## config.mk

```make
export PLATFORM = sky130hd
export DESIGN_NAME = dma_regbank
export DESIGN_NICKNAME = d
export VERILOG_FILES = /design/src/rtl/dma_regbank_pkg.sv /design/src/rtl/dma_port_decode.sv /design/src/rtl/dma_prio_arb.sv /design/src/rtl/dma_channel.sv /design/src/rtl/dma_regbank.sv
export SDC_FILE = /design/constraint.sdc
export NUM_CORES = 1
export LEC_CHECK = 0
export ABC_AREA = 1
export BUFFER_PORTS_ARGS = -buffer_cell sky130_fd_sc_hd__buf_2
export CORE_MARGIN = 5
export CORE_UTILIZATION = 50
export CTS_BUF_LIST = sky130_fd_sc_hd__clkbuf_8
export CTS_CLUSTER_DIAMETER = 30
export CTS_CLUSTER_SIZE = 16
export DETAILED_ROUTE_END_ITERATION = 8
export PLACE_DENSITY = 0.7
export RECOVER_POWER = 50
export SYNTH_ARGS = -nofsm -noshare
export SYNTH_HDL_FRONTEND = slang
export SYNTH_HIERARCHICAL = 1
export SYNTH_SLANG_ARGS = --single-unit
```

## constraint.sdc

```tcl
create_clock -name clk -period 3.8 [get_ports clk]
set_input_delay 0.76 -clock clk [delete_from_list [all_inputs] [get_ports clk]]
set_output_delay 0.76 -clock clk [all_outputs]
set_load 0.02 [all_outputs]
```

## src/rtl/dma_regbank_pkg.sv

```systemverilog
package dma_regbank_pkg;

    localparam int NUM_CH = 4;
    localparam int CH_W   = $clog2(NUM_CH);
    localparam int WORD_W = 16;
    localparam int BYTE_W = 8;
    localparam int SEL_W  = 4;
    localparam int CHAN_PORTS = 2 * NUM_CH;

    localparam logic [SEL_W-1:0] SEL_STATUS = SEL_W'(8);
    localparam logic [SEL_W-1:0] SEL_SMASK  = SEL_W'(9);
    localparam logic [SEL_W-1:0] SEL_MODE   = SEL_W'(10);
    localparam logic [SEL_W-1:0] SEL_CLRPTR = SEL_W'(11);
    localparam logic [SEL_W-1:0] SEL_AMASK  = SEL_W'(12);

    typedef enum logic [1:0] {
        XF_DEMAND  = 2'b00,
        XF_SINGLE  = 2'b01,
        XF_BLOCK   = 2'b10,
        XF_CASCADE = 2'b11
    } xfer_kind_e;

    typedef struct packed {
        xfer_kind_e kind;
        logic       autoinit;
        logic       to_mem;
    } chan_mode_t;

    function automatic chan_mode_t unpack_mode(input logic [BYTE_W-1:0] b);
        chan_mode_t m;
        m.kind     = xfer_kind_e'(b[7:6]);
        m.autoinit = b[4];
        m.to_mem   = b[2];
        return m;
    endfunction

    function automatic logic is_chan_port(input logic [SEL_W-1:0] s);
        return s < SEL_W'(CHAN_PORTS);
    endfunction

endpackage

```

## src/rtl/dma_port_decode.sv

```systemverilog
module dma_port_decode
    import dma_regbank_pkg::*;
(
    input  logic              clk,
    input  logic              rst,
    input  logic              wr_en,
    input  logic              rd_en,
    input  logic [SEL_W-1:0]  sel,
    output logic [NUM_CH-1:0] addr_we,
    output logic [NUM_CH-1:0] cnt_we,
    output logic              hi_byte,
    output logic              mode_we,
    output logic              smask_we,
    output logic              amask_we,
    output logic              status_rd,
    output logic [CH_W-1:0]   port_ch,
    output logic              port_cnt
);
    logic ptr_q;
    logic chan_port;
    logic access;
    logic clr_ptr;

    assign chan_port = is_chan_port(sel);
    assign access    = chan_port && (wr_en || rd_en);
    assign clr_ptr   = wr_en && (sel == SEL_CLRPTR);
    assign port_ch   = sel[CH_W:1];
    assign port_cnt  = sel[0];
    assign hi_byte   = ptr_q;

    assign mode_we   = wr_en && (sel == SEL_MODE);
    assign smask_we  = wr_en && (sel == SEL_SMASK);
    assign amask_we  = wr_en && (sel == SEL_AMASK);
    assign status_rd = rd_en && (sel == SEL_STATUS);

    always_comb begin
        for (int i = 0; i < NUM_CH; i++) begin
            addr_we[i] = wr_en && chan_port && (port_ch == CH_W'(i)) && !port_cnt;
            cnt_we[i]  = wr_en && chan_port && (port_ch == CH_W'(i)) &&  port_cnt;
        end
    end

    always_ff @(posedge clk) begin
        if (rst)          ptr_q <= 1'b0;
        else if (clr_ptr) ptr_q <= 1'b0;
        else if (access)  ptr_q <= ~ptr_q;
    end

    // every channel-port access flips the shared pointer
    p_ptr_flip_r2: assert property (@(posedge clk) disable iff (rst)
        access |=> (ptr_q != $past(ptr_q)));

    // clear port always returns the pointer to the low byte
    p_ptr_clear_r3: assert property (@(posedge clk) disable iff (rst)
        clr_ptr |=> !ptr_q);

endmodule

```

## src/rtl/dma_prio_arb.sv

```systemverilog
module dma_prio_arb #(
    parameter int N = 4
) (
    input  logic [N-1:0] elig,
    output logic [N-1:0] grant
);
    always_comb begin
        logic taken;
        taken = 1'b0;
        for (int i = 0; i < N; i++) begin
            grant[i] = elig[i] && !taken;
            taken    = taken || elig[i];
        end
    end
endmodule

```

## src/rtl/dma_channel.sv

```systemverilog
module dma_channel
    import dma_regbank_pkg::*;
#(
    parameter int W = WORD_W
) (
    input  logic              clk,
    input  logic              rst,
    input  logic              addr_we,
    input  logic              cnt_we,
    input  logic              hi_byte,
    input  logic [BYTE_W-1:0] wdata,
    input  logic              mode_we,
    input  logic              step,
    output logic [W-1:0]      cur_addr,
    output logic [W-1:0]      cur_cnt,
    output logic              to_mem,
    output logic              tc_hit
);
    localparam int HALF = W / 2;

    logic [W-1:0] base_a, base_c, cur_a, cur_c;
    chan_mode_t   mode_q;
    logic         advance;
    logic         no_cpu;

    assign advance  = step && (mode_q.kind != XF_CASCADE);
    assign tc_hit   = advance && (cur_c == '0);
    assign cur_addr = cur_a;
    assign cur_cnt  = cur_c;
    assign to_mem   = mode_q.to_mem;
    assign no_cpu   = !addr_we && !cnt_we;

    always_ff @(posedge clk) begin
        if (rst) begin
            base_a <= '0;
            base_c <= '0;
            cur_a  <= '0;
            cur_c  <= '0;
            mode_q <= '0;
        end else begin
            if (advance) begin
                if (tc_hit && mode_q.autoinit) begin
                    cur_a <= base_a;
                    cur_c <= base_c;
                end else begin
                    cur_a <= cur_a + W'(1);
                    cur_c <= cur_c - W'(1);
                end
            end
            if (addr_we) begin
                if (hi_byte) begin
                    base_a[W-1:HALF] <= wdata;
                    cur_a[W-1:HALF]  <= wdata;
                end else begin
                    base_a[HALF-1:0] <= wdata;
                    cur_a[HALF-1:0]  <= wdata;
                end
            end
            if (cnt_we) begin
                if (hi_byte) begin
                    base_c[W-1:HALF] <= wdata;
                    cur_c[W-1:HALF]  <= wdata;
                end else begin
                    base_c[HALF-1:0] <= wdata;
                    cur_c[HALF-1:0]  <= wdata;
                end
            end
            if (mode_we) mode_q <= unpack_mode(wdata);
        end
    end

    // ordinary step moves address up and count down by one
    p_step_r7: assert property (@(posedge clk) disable iff (rst)
        (advance && cur_c != '0 && no_cpu) |=>
            (cur_c == $past(cur_c) - W'(1)) && (cur_a == $past(cur_a) + W'(1)));

    // without auto-initialize the count wraps to all ones
    p_tc_wrap_r8: assert property (@(posedge clk) disable iff (rst)
        (tc_hit && !mode_q.autoinit && no_cpu) |=> (cur_c == '1));

    // with auto-initialize the working registers take the base copies
    p_reload_r9: assert property (@(posedge clk) disable iff (rst)
        (tc_hit && mode_q.autoinit && no_cpu) |=>
            (cur_c == $past(base_c)) && (cur_a == $past(base_a)));

    // cascade grants leave the registers alone
    p_cascade_hold_r11: assert property (@(posedge clk) disable iff (rst)
        (step && mode_q.kind == XF_CASCADE && no_cpu) |=>
            $stable(cur_c) && $stable(cur_a));

endmodule

```

## src/rtl/dma_regbank.sv

```systemverilog
module dma_regbank
    import dma_regbank_pkg::*;
(
    input  logic        clk,
    input  logic        rst,
    input  logic        wr_en,
    input  logic        rd_en,
    input  logic [3:0]  reg_sel,
    input  logic [7:0]  wr_data,
    output logic [7:0]  rd_data,
    input  logic [3:0]  req,
    output logic [3:0]  ack,
    output logic [15:0] xfer_addr,
    output logic        xfer_to_mem,
    output logic        xfer_tc
);
    logic [NUM_CH-1:0] addr_we, cnt_we, grant, elig, tc_hits, ch_to_mem;
    logic              hi_byte, mode_we, smask_we, amask_we, status_rd, port_cnt;
    logic [CH_W-1:0]   port_ch;
    logic [NUM_CH-1:0] mask_q, tc_q;
    logic [WORD_W-1:0] ch_addr [NUM_CH];
    logic [WORD_W-1:0] ch_cnt  [NUM_CH];

    dma_port_decode u_dec (
        .clk(clk), .rst(rst), .wr_en(wr_en), .rd_en(rd_en), .sel(reg_sel),
        .addr_we(addr_we), .cnt_we(cnt_we), .hi_byte(hi_byte),
        .mode_we(mode_we), .smask_we(smask_we), .amask_we(amask_we),
        .status_rd(status_rd), .port_ch(port_ch), .port_cnt(port_cnt)
    );

    assign elig = req & ~mask_q;

    dma_prio_arb #(.N(NUM_CH)) u_arb (.elig(elig), .grant(grant));

    for (genvar g = 0; g < NUM_CH; g++) begin : g_ch
        dma_channel #(.W(WORD_W)) u_ch (
            .clk(clk), .rst(rst),
            .addr_we(addr_we[g]), .cnt_we(cnt_we[g]), .hi_byte(hi_byte),
            .wdata(wr_data),
            .mode_we(mode_we && (wr_data[CH_W-1:0] == CH_W'(g))),
            .step(grant[g]),
            .cur_addr(ch_addr[g]), .cur_cnt(ch_cnt[g]),
            .to_mem(ch_to_mem[g]), .tc_hit(tc_hits[g])
        );
    end

    always_ff @(posedge clk) begin
        if (rst) begin
            mask_q <= '1;
            tc_q   <= '0;
        end else begin
            if (amask_we)      mask_q <= wr_data[NUM_CH-1:0];
            else if (smask_we) mask_q[wr_data[CH_W-1:0]] <= wr_data[2];
            tc_q <= (status_rd ? '0 : tc_q) | tc_hits;
        end
    end

    always_comb begin
        logic [WORD_W-1:0] word;
        word    = port_cnt ? ch_cnt[port_ch] : ch_addr[port_ch];
        rd_data = '0;
        if (is_chan_port(reg_sel))      rd_data = hi_byte ? word[WORD_W-1:BYTE_W] : word[BYTE_W-1:0];
        else if (reg_sel == SEL_STATUS) rd_data = BYTE_W'(tc_q);
        else if (reg_sel == SEL_AMASK)  rd_data = BYTE_W'(mask_q);
    end

    always_comb begin
        xfer_addr   = '0;
        xfer_to_mem = 1'b0;
        for (int i = 0; i < NUM_CH; i++) begin
            if (grant[i]) begin
                xfer_addr   = xfer_addr | ch_addr[i];
                xfer_to_mem = xfer_to_mem | ch_to_mem[i];
            end
        end
    end

    assign ack     = grant;
    assign xfer_tc = |tc_hits;

    // mask comes out of reset fully set
    p_mask_reset_r1: assert property (@(posedge clk) $fell(rst) |-> (mask_q == '1));

    // at most one channel served per cycle
    p_ack_onehot_r7: assert property (@(posedge clk) disable iff (rst) $onehot0(ack));

    // masked channels are never acknowledged
    p_masked_quiet_r6: assert property (@(posedge clk) disable iff (rst)
        (ack & mask_q) == '0);

    // single-mask write updates only the addressed bit
    p_smask_r4: assert property (@(posedge clk) disable iff (rst)
        (smask_we && !amask_we) |=> (mask_q[$past(wr_data[1:0])] == $past(wr_data[2])));

    // terminal count leaves the served channel's flag set
    p_tc_flag_r8: assert property (@(posedge clk) disable iff (rst)
        xfer_tc |=> ((tc_q & $past(ack)) != '0));

    // a status read with no new terminal count empties the flags
    p_status_clear_r10: assert property (@(posedge clk) disable iff (rst)
        (status_rd && !xfer_tc) |=> (tc_q == '0));

endmodule

```

==> flow_summary.ini, run 1 <==
[run_status]
status = finished, final reports clean

[synthesis]
synthCells = 3015
synth_edf_count = 0
yosysSeqAreaShare = 0.310
synth_flop_cell = dfxtp_1
syn_area_um2 = 18100
async_reset_ff_frac = 0
yosys_register_bits = 281
yosys_warnings = 6
syn_area_per_cell_um2 = 6.02
synthDistinctLibCells = 36
syn_nets = 3047

[finish]
final_common_cell = nand2_1
final_cells = 3551
diodes = 0
mostFrequentLayoutCells = nand2_1, a21oi_1, dfxtp_1
drive_gt1_frac = 0.101
syn2layout_area_growth_pct = 12.3
nets = 3063

[pwr]
switchingPower_mw = 2.39
ir_drop_mv = 0.352
p_total_mw = 8.94
p_clk_frac = 0.551
pwr-share-comb = 0.105
pwr-share-seq = 0.344
switching_share = 0.267
p_leak_nw = 8.40
p_int_mw = 6.55
powerDensity_nw_per_um2 = 439

[floorplanning]
die_y_um = 200
io_pins = 50
die_x_um = 200
core-area_um2 = 35700
row_count = 69
die-area_um2 = 40200
initial_core_util = 0.509

[timing]
max_freq_ghz = 0.273
layout_min_cycle_time_ns = 3.67
hold_viol_final = 0
fin_skew_ns = 0.0174
tightest_slew_ns = 1.35
holdWs_ns = 0.463
worst_slack_ns = 0.131
slew_viol_final = 0
tns_ns = 0
period_share = 0.965
setup_violations = 0
rsz0062_at_grt = no
max_slew_margin = 0.102

[critical_path]
reg2reg_slack_ns = 0.78
cp.arrival_ns = 2.91
startpoint = mask_q[0]$_SDFFE_PP1P_
crit_path_start_kind = flip-flop
critPathMaxFanout = 5
rr_endpoint = g_ch[0].u_ch/cur_addr[7]$_SDFF_PP0_
cp-end-kind = output pin
criticalPathCategory = reg2out
crit_required_ns = 3.04
r2r_start = mask_q[0]$_SDFFE_PP1P_
ff2ff_path_depth = 10

[placed_design]
io_buffers = 49
dp_slack_ns = 0.0366
routabilityCongestion = 1.05
dpl.cell_count = 3415
dpl.hpwl_um = 43700

[clock_network]
insertion_delay_ns = 0.63
clockBufferDepth = 3
cts_tree = built
post_cts_buffers = 0
cts.htree.levels = 3
clk_pin_slew_ns = 0.05
cts_resized = 1
cts_made_buffers = 75
clockRootBuffer = clkbuf_8
cts_hold_buf = 0
cts.sink_count = 281

[routing]
drc_errors = 0
drt-total-wl_um = 64400
drt_iter0_drc = 2160
dr.pass1.iters = 7
vias_per_cell = 5.65
vias = 20000
wl_per_cell_um = 18.1
ant_nets = 0

[global_routing]
grt_start_max_net_pins = 104
grt_pass1_wl_um = 99400
grt-ovfl-total = 0
gr-usage-all-layers = 0.304
grt_antenna_before_repair = 0
grt_pass1_vias = 18000

[worst_hold_path]
hold_start = g_ch[0].u_ch/base_c[7]$_SDFFE_PP0P_
hold_class = reg2reg
min_path_cells = 2
worstHoldEndpoint = g_ch[0].u_ch/base_c[7]$_SDFFE_PP0P_

[job]
cap_violations = 0
==> how the worst max path moves through the flow <==
stage | to | cells after the start
after floorplan | xfer_tc | 11
after global placement | xfer_tc | 12
after detailed placement | xfer_tc | 12
after CTS | xfer_tc | 9
after global routing | xfer_tc | 7
final | xfer_tc | 9
==> per-stage QoR <==
stage / utilization / area [um2]
detailed placement: 0.519 / 18500
floorplan: - / 18100
global placement: 0.519 / 18500
finish: 0.571 / 20400
global route: 0.571 / 20400
CTS: 0.573 / 20400
==> cell type report <==
type / count / area [um2]
Timing Repair Buffer: 90 / 546
Sequential cell: 281 / 5630
Fill cell: 3632 / 15300
Multi-Input combinational cell: 2331 / 10800
Tap cell: 461 / 577
Inverter: 252 / 947
Clock inverter: 49 / 699
Clock buffer: 87 / 1200
==> synth_stat cells (3+ instances only) <==
cell type	count	area, um2
buf_4	11	82.6
nand3_1	270	1350
buf_1	10	37.5
xnor2_1	8	70.1
o211ai_1	11	82.6
xor2_1	44	385
inv_1	235	882
o22ai_1	3	18.8
nand2_2	14	87.6
clkbuf_1	65	244
dfxtp_1	281	5630
inv_2	16	60.1
o21ai_2	6	52.6
nand2_1	1192	4470
a21oi_2	21	184
o21ai_0	30	150
nor2_2	12	75.1
buf_2	48	240
nor2_4	24	270
nor4_1	5	31.3
nor3_1	8	40.0
nand3_4	7	123
o21ai_1	21	105
nand4_1	86	538
nor2_1	238	893
buf_6	15	169
a21oi_1	300	1500
ha_1	12	150
nand3_2	6	60.1
nand3b_1	8	60.1
==> layer usage <==
metal | GRT usage | share of wire
met2 | 0.472 | 0.44
met5 | 0 | 0
met4 | 0.136 | 0.044
met1 | 0.412 | 0.42
met3 | 0.0585 | 0.095
==> power by group through the flow <==
stage / logic (mW) / clock network (mW) / registers [mW]
finish: 0.942 / 4.92 / 3.07
global route: 1.03 / 5.14 / 3.07
CTS: 0.926 / 4.98 / 3.07
detailed placement: 0.920 / 0 / 3.13
global placement: 0.911 / 0 / 3.13
floorplan: 0.682 / 0 / 3.10
==> cells by family after synthesis <==
| group | Yosys count | synth area share |
|---|---|---|
| adder cells (fa/ha/maj) | 12 | 0.00828 |
| AND/OR/NAND/NOR | 1873 | 0.444 |
| XOR/XNOR | 52 | 0.0251 |
| buffers and inverters | 403 | 0.0965 |
| flip-flops | 281 | 0.310 |
| AO/OA/AOI/OAI | 394 | 0.116 |
==> flip-flops by register name (all words and copies together) (netlist names), 4 cells and up <==
| name | flops |
|---|---|
| g_ch.u_ch/to_mem | 4 |
| g_ch.u_ch/base_a | 64 |
| g_ch.u_ch/base_c | 64 |
| g_ch.u_ch/cur_cnt | 64 |
| g_ch.u_ch/cur_addr | 64 |
| tc_q | 4 |
| mask_q | 4 |
| g_ch.u_ch/mode_q | 12 |
==> critical path, cell delays in order (launching register included) <==
cell and delay, ns:
dfxtp_1 0.33, nor2_1 0.09, inv_1 0.06, nand2_1 0.06, nor2_1 0.16, nand2_1 0.28, nor4_1 0.84, inv_1 0.15
nand4_1 0.11, buf_2 0.17
Power figures use the tool's default switching activity.
==> inputs of run 2 (changes only) <==
--- a/config.mk
+++ b/config.mk
@@ -15,6 +15,7 @@
 export DETAILED_ROUTE_END_ITERATION = 8
 export PLACE_DENSITY = 0.7
 export RECOVER_POWER = 50
+export SKIP_LAST_GASP = 1
 export SYNTH_ARGS = -nofsm -noshare
 export SYNTH_HDL_FRONTEND = slang
 export SYNTH_HIERARCHICAL = 1
==> constraint.sdc (replaced) <==
create_clock -name clk -period 4.7 [get_ports clk]
set_input_delay 0.94 -clock clk [delete_from_list [all_inputs] [get_ports clk]]
set_output_delay 0.94 -clock clk [all_outputs]
set_load 0.02 [all_outputs]
==> run 2 against run 1 <==
Effect of this change: combinational power decreased by 21%; flip-flop and latch count unchanged; via count is 0.81% higher; clock-buffer cell count decreased by 3; routed wire length rose by 1.5%; clock power down 37%; highest routed layer unchanged.
==> flow_summary.ini, run 2 (synthesis gave the netlist of run 1 again) <==
[run_status]
status = finished, final reports clean

[timing]
worst_slack_ns = 0.459
rsz0062_at_grt = no
fin_skew_ns = 0.0445
max_slew_margin = 0.128
setup_violations = 0
hold_viol_final = 0
tightest_slew_ns = 1.30
max_freq_ghz = 0.236
period_share = 0.902
tns_ns = 0
slew_viol_final = 0
layout_min_cycle_time_ns = 4.24

[global_routing]
grt_antenna_before_repair = 0
grt_pass1_vias = 18000
grt_pass1_wl_um = 101000
grt_start_max_net_pins = 99
grt-ovfl-total = 0
gr-usage-all-layers = 0.309

[finish]
fin_area_um2 = 19800
mostFrequentLayoutCells = nand2_1, a21oi_1, dfxtp_1
syn2layout_area_growth_pct = 9.20
drive_gt1_frac = 0.0928
fin_util = 0.555
nets = 3041
final_common_cell = nand2_1
diodes = 0

[clock_network]
cts.htree.levels = 3
clockRootBuffer = clkbuf_8
cts_hold_buf = 0
cts.sink_count = 281
cts_resized = 0
insertion_delay_ns = 0.64
clk_pin_slew_ns = 0.05
cts_made_buffers = 70
post_cts_buffers = 0
cts_tree = built
clockBufferDepth = 3

[pwr]
switchingPower_mw = 1.84
ir_drop_mv = 0.235
switching_share = 0.290
p_leak_nw = 8.16
powerDensity_nw_per_um2 = 319
p_total_mw = 6.33
p_clk_frac = 0.488
pwr-share-comb = 0.118
p_int_mw = 4.49
pwr-share-seq = 0.394

[placed_design]
dpl.hpwl_um = 44400
dp_slack_ns = 0.520
place_area_um2 = 18400
io_buffers = 49
routabilityCongestion = 0.994

[worst_hold_path]
worstHoldEndpoint = g_ch[0].u_ch/base_c[2]$_SDFFE_PP0P_
hold_start = g_ch[0].u_ch/base_c[2]$_SDFFE_PP0P_
min_path_cells = 2
hold_class = reg2reg

[floorplanning]
die_y_um = 200
core-area_um2 = 35700
die_x_um = 200
io_pins = 50
die-area_um2 = 40200
row_count = 69
initial_core_util = 0.509

[critical_path]
cp-end-kind = output pin
cp.arrival_ns = 3.30
r2r_start = mask_q[0]$_SDFFE_PP1P_
cpPeakStageDelay_ns = 1.04
crit_path_start_kind = input port
crit_required_ns = 3.76
path_cells = buf_2 > inv_1 > nor2_1 > inv_1 > nand2_1 > nor2_1 > buf_4 > nand2_1 > nor4_1 > inv_1 > nand4_1 > buf_2
cp_common_cell = inv_1
rr_endpoint = g_ch[0].u_ch/cur_cnt[15]$_SDFF_PP0_
criticalPathCategory = in2out
reg2reg_slack_ns = 0.73
ff2ff_path_depth = 12
critPathMaxFanout = 12
crit_slowest_cell = nor4_1

[routing]
dr.pass1.iters = 8
drt_iter0_drc = 2368
vias = 20200
vias_per_cell = 5.74
ant_nets = 0
drc_errors = 0
drt-total-wl_um = 65400
wl_per_cell_um = 18.6

[job]
cap_violations = 0
## run 2: cell types whose count changed in the layout (fill, tap and decap cells not counted), moves of 3 or more
cell       change
clkinv_4       -3
inv_1          +8
buf_4          -3
clkbuf_1      -10
bufinv_16     -13
clkbuf_8       -3
## run 2: stage by stage
stage	hold WS, ns	cells
finish	0.463	3521
global route	0.471	3521
CTS	0.463	3521
detailed placement	0.455	3398
global placement	0.450	3398
floorplan	0.441	3015
## run 2: critical path, delay by kind of cell
family                 cells  cell delay, ns
AND/OR/NAND/NOR            6            1.58
buffers and inverters      6            0.77
## run 2: per-layer routing
layer / track usage / part of all wire / routed length (um)
met2: 0.481 / 0.44 / 28900
met4: 0.147 / 0.051 / 3330
met5: 0 / 0 / 0
met3: 0.0619 / 0.094 / 6150
met1: 0.412 / 0.41 / 27100
## run 2: cell type report
cell class / instances / area [um2]
Clock buffer: 84 / 1160
Clock inverter: 39 / 310
Fill cell: 3588 / 15900
Inverter: 252 / 947
Multi-Input combinational cell: 2331 / 10800
Sequential cell: 281 / 5630
Tap cell: 461 / 577
Timing Repair Buffer: 73 / 435
## run 2: how the worst max path moves through the flow
stage            from                                 end  slack (ns)
2_1_floorplan  req[0]                             xfer_tc        1.09
3_3_place_gp   req[0]                             xfer_tc        0.56
3_5_place_dp   req[0]                             xfer_tc        0.52
4_1_cts        req[0]                             xfer_tc        0.51
5_1_grt        req[0]  g_ch[0].u_ch/cur_cnt[6]$_SDFF_PP0_        0.41
6_report       req[0]                             xfer_tc        0.46
## run 2: power by group through the flow
stage | combinational, mW | sequential (mW) | clock, mW
finish | 0.747 | 2.49 | 3.09
global route | 0.824 | 2.49 | 3.27
CTS | 0.735 | 2.49 | 3.13
detailed placement | 0.731 | 2.54 | 0
global placement | 0.721 | 2.54 | 0
floorplan | 0.551 | 2.50 | 0
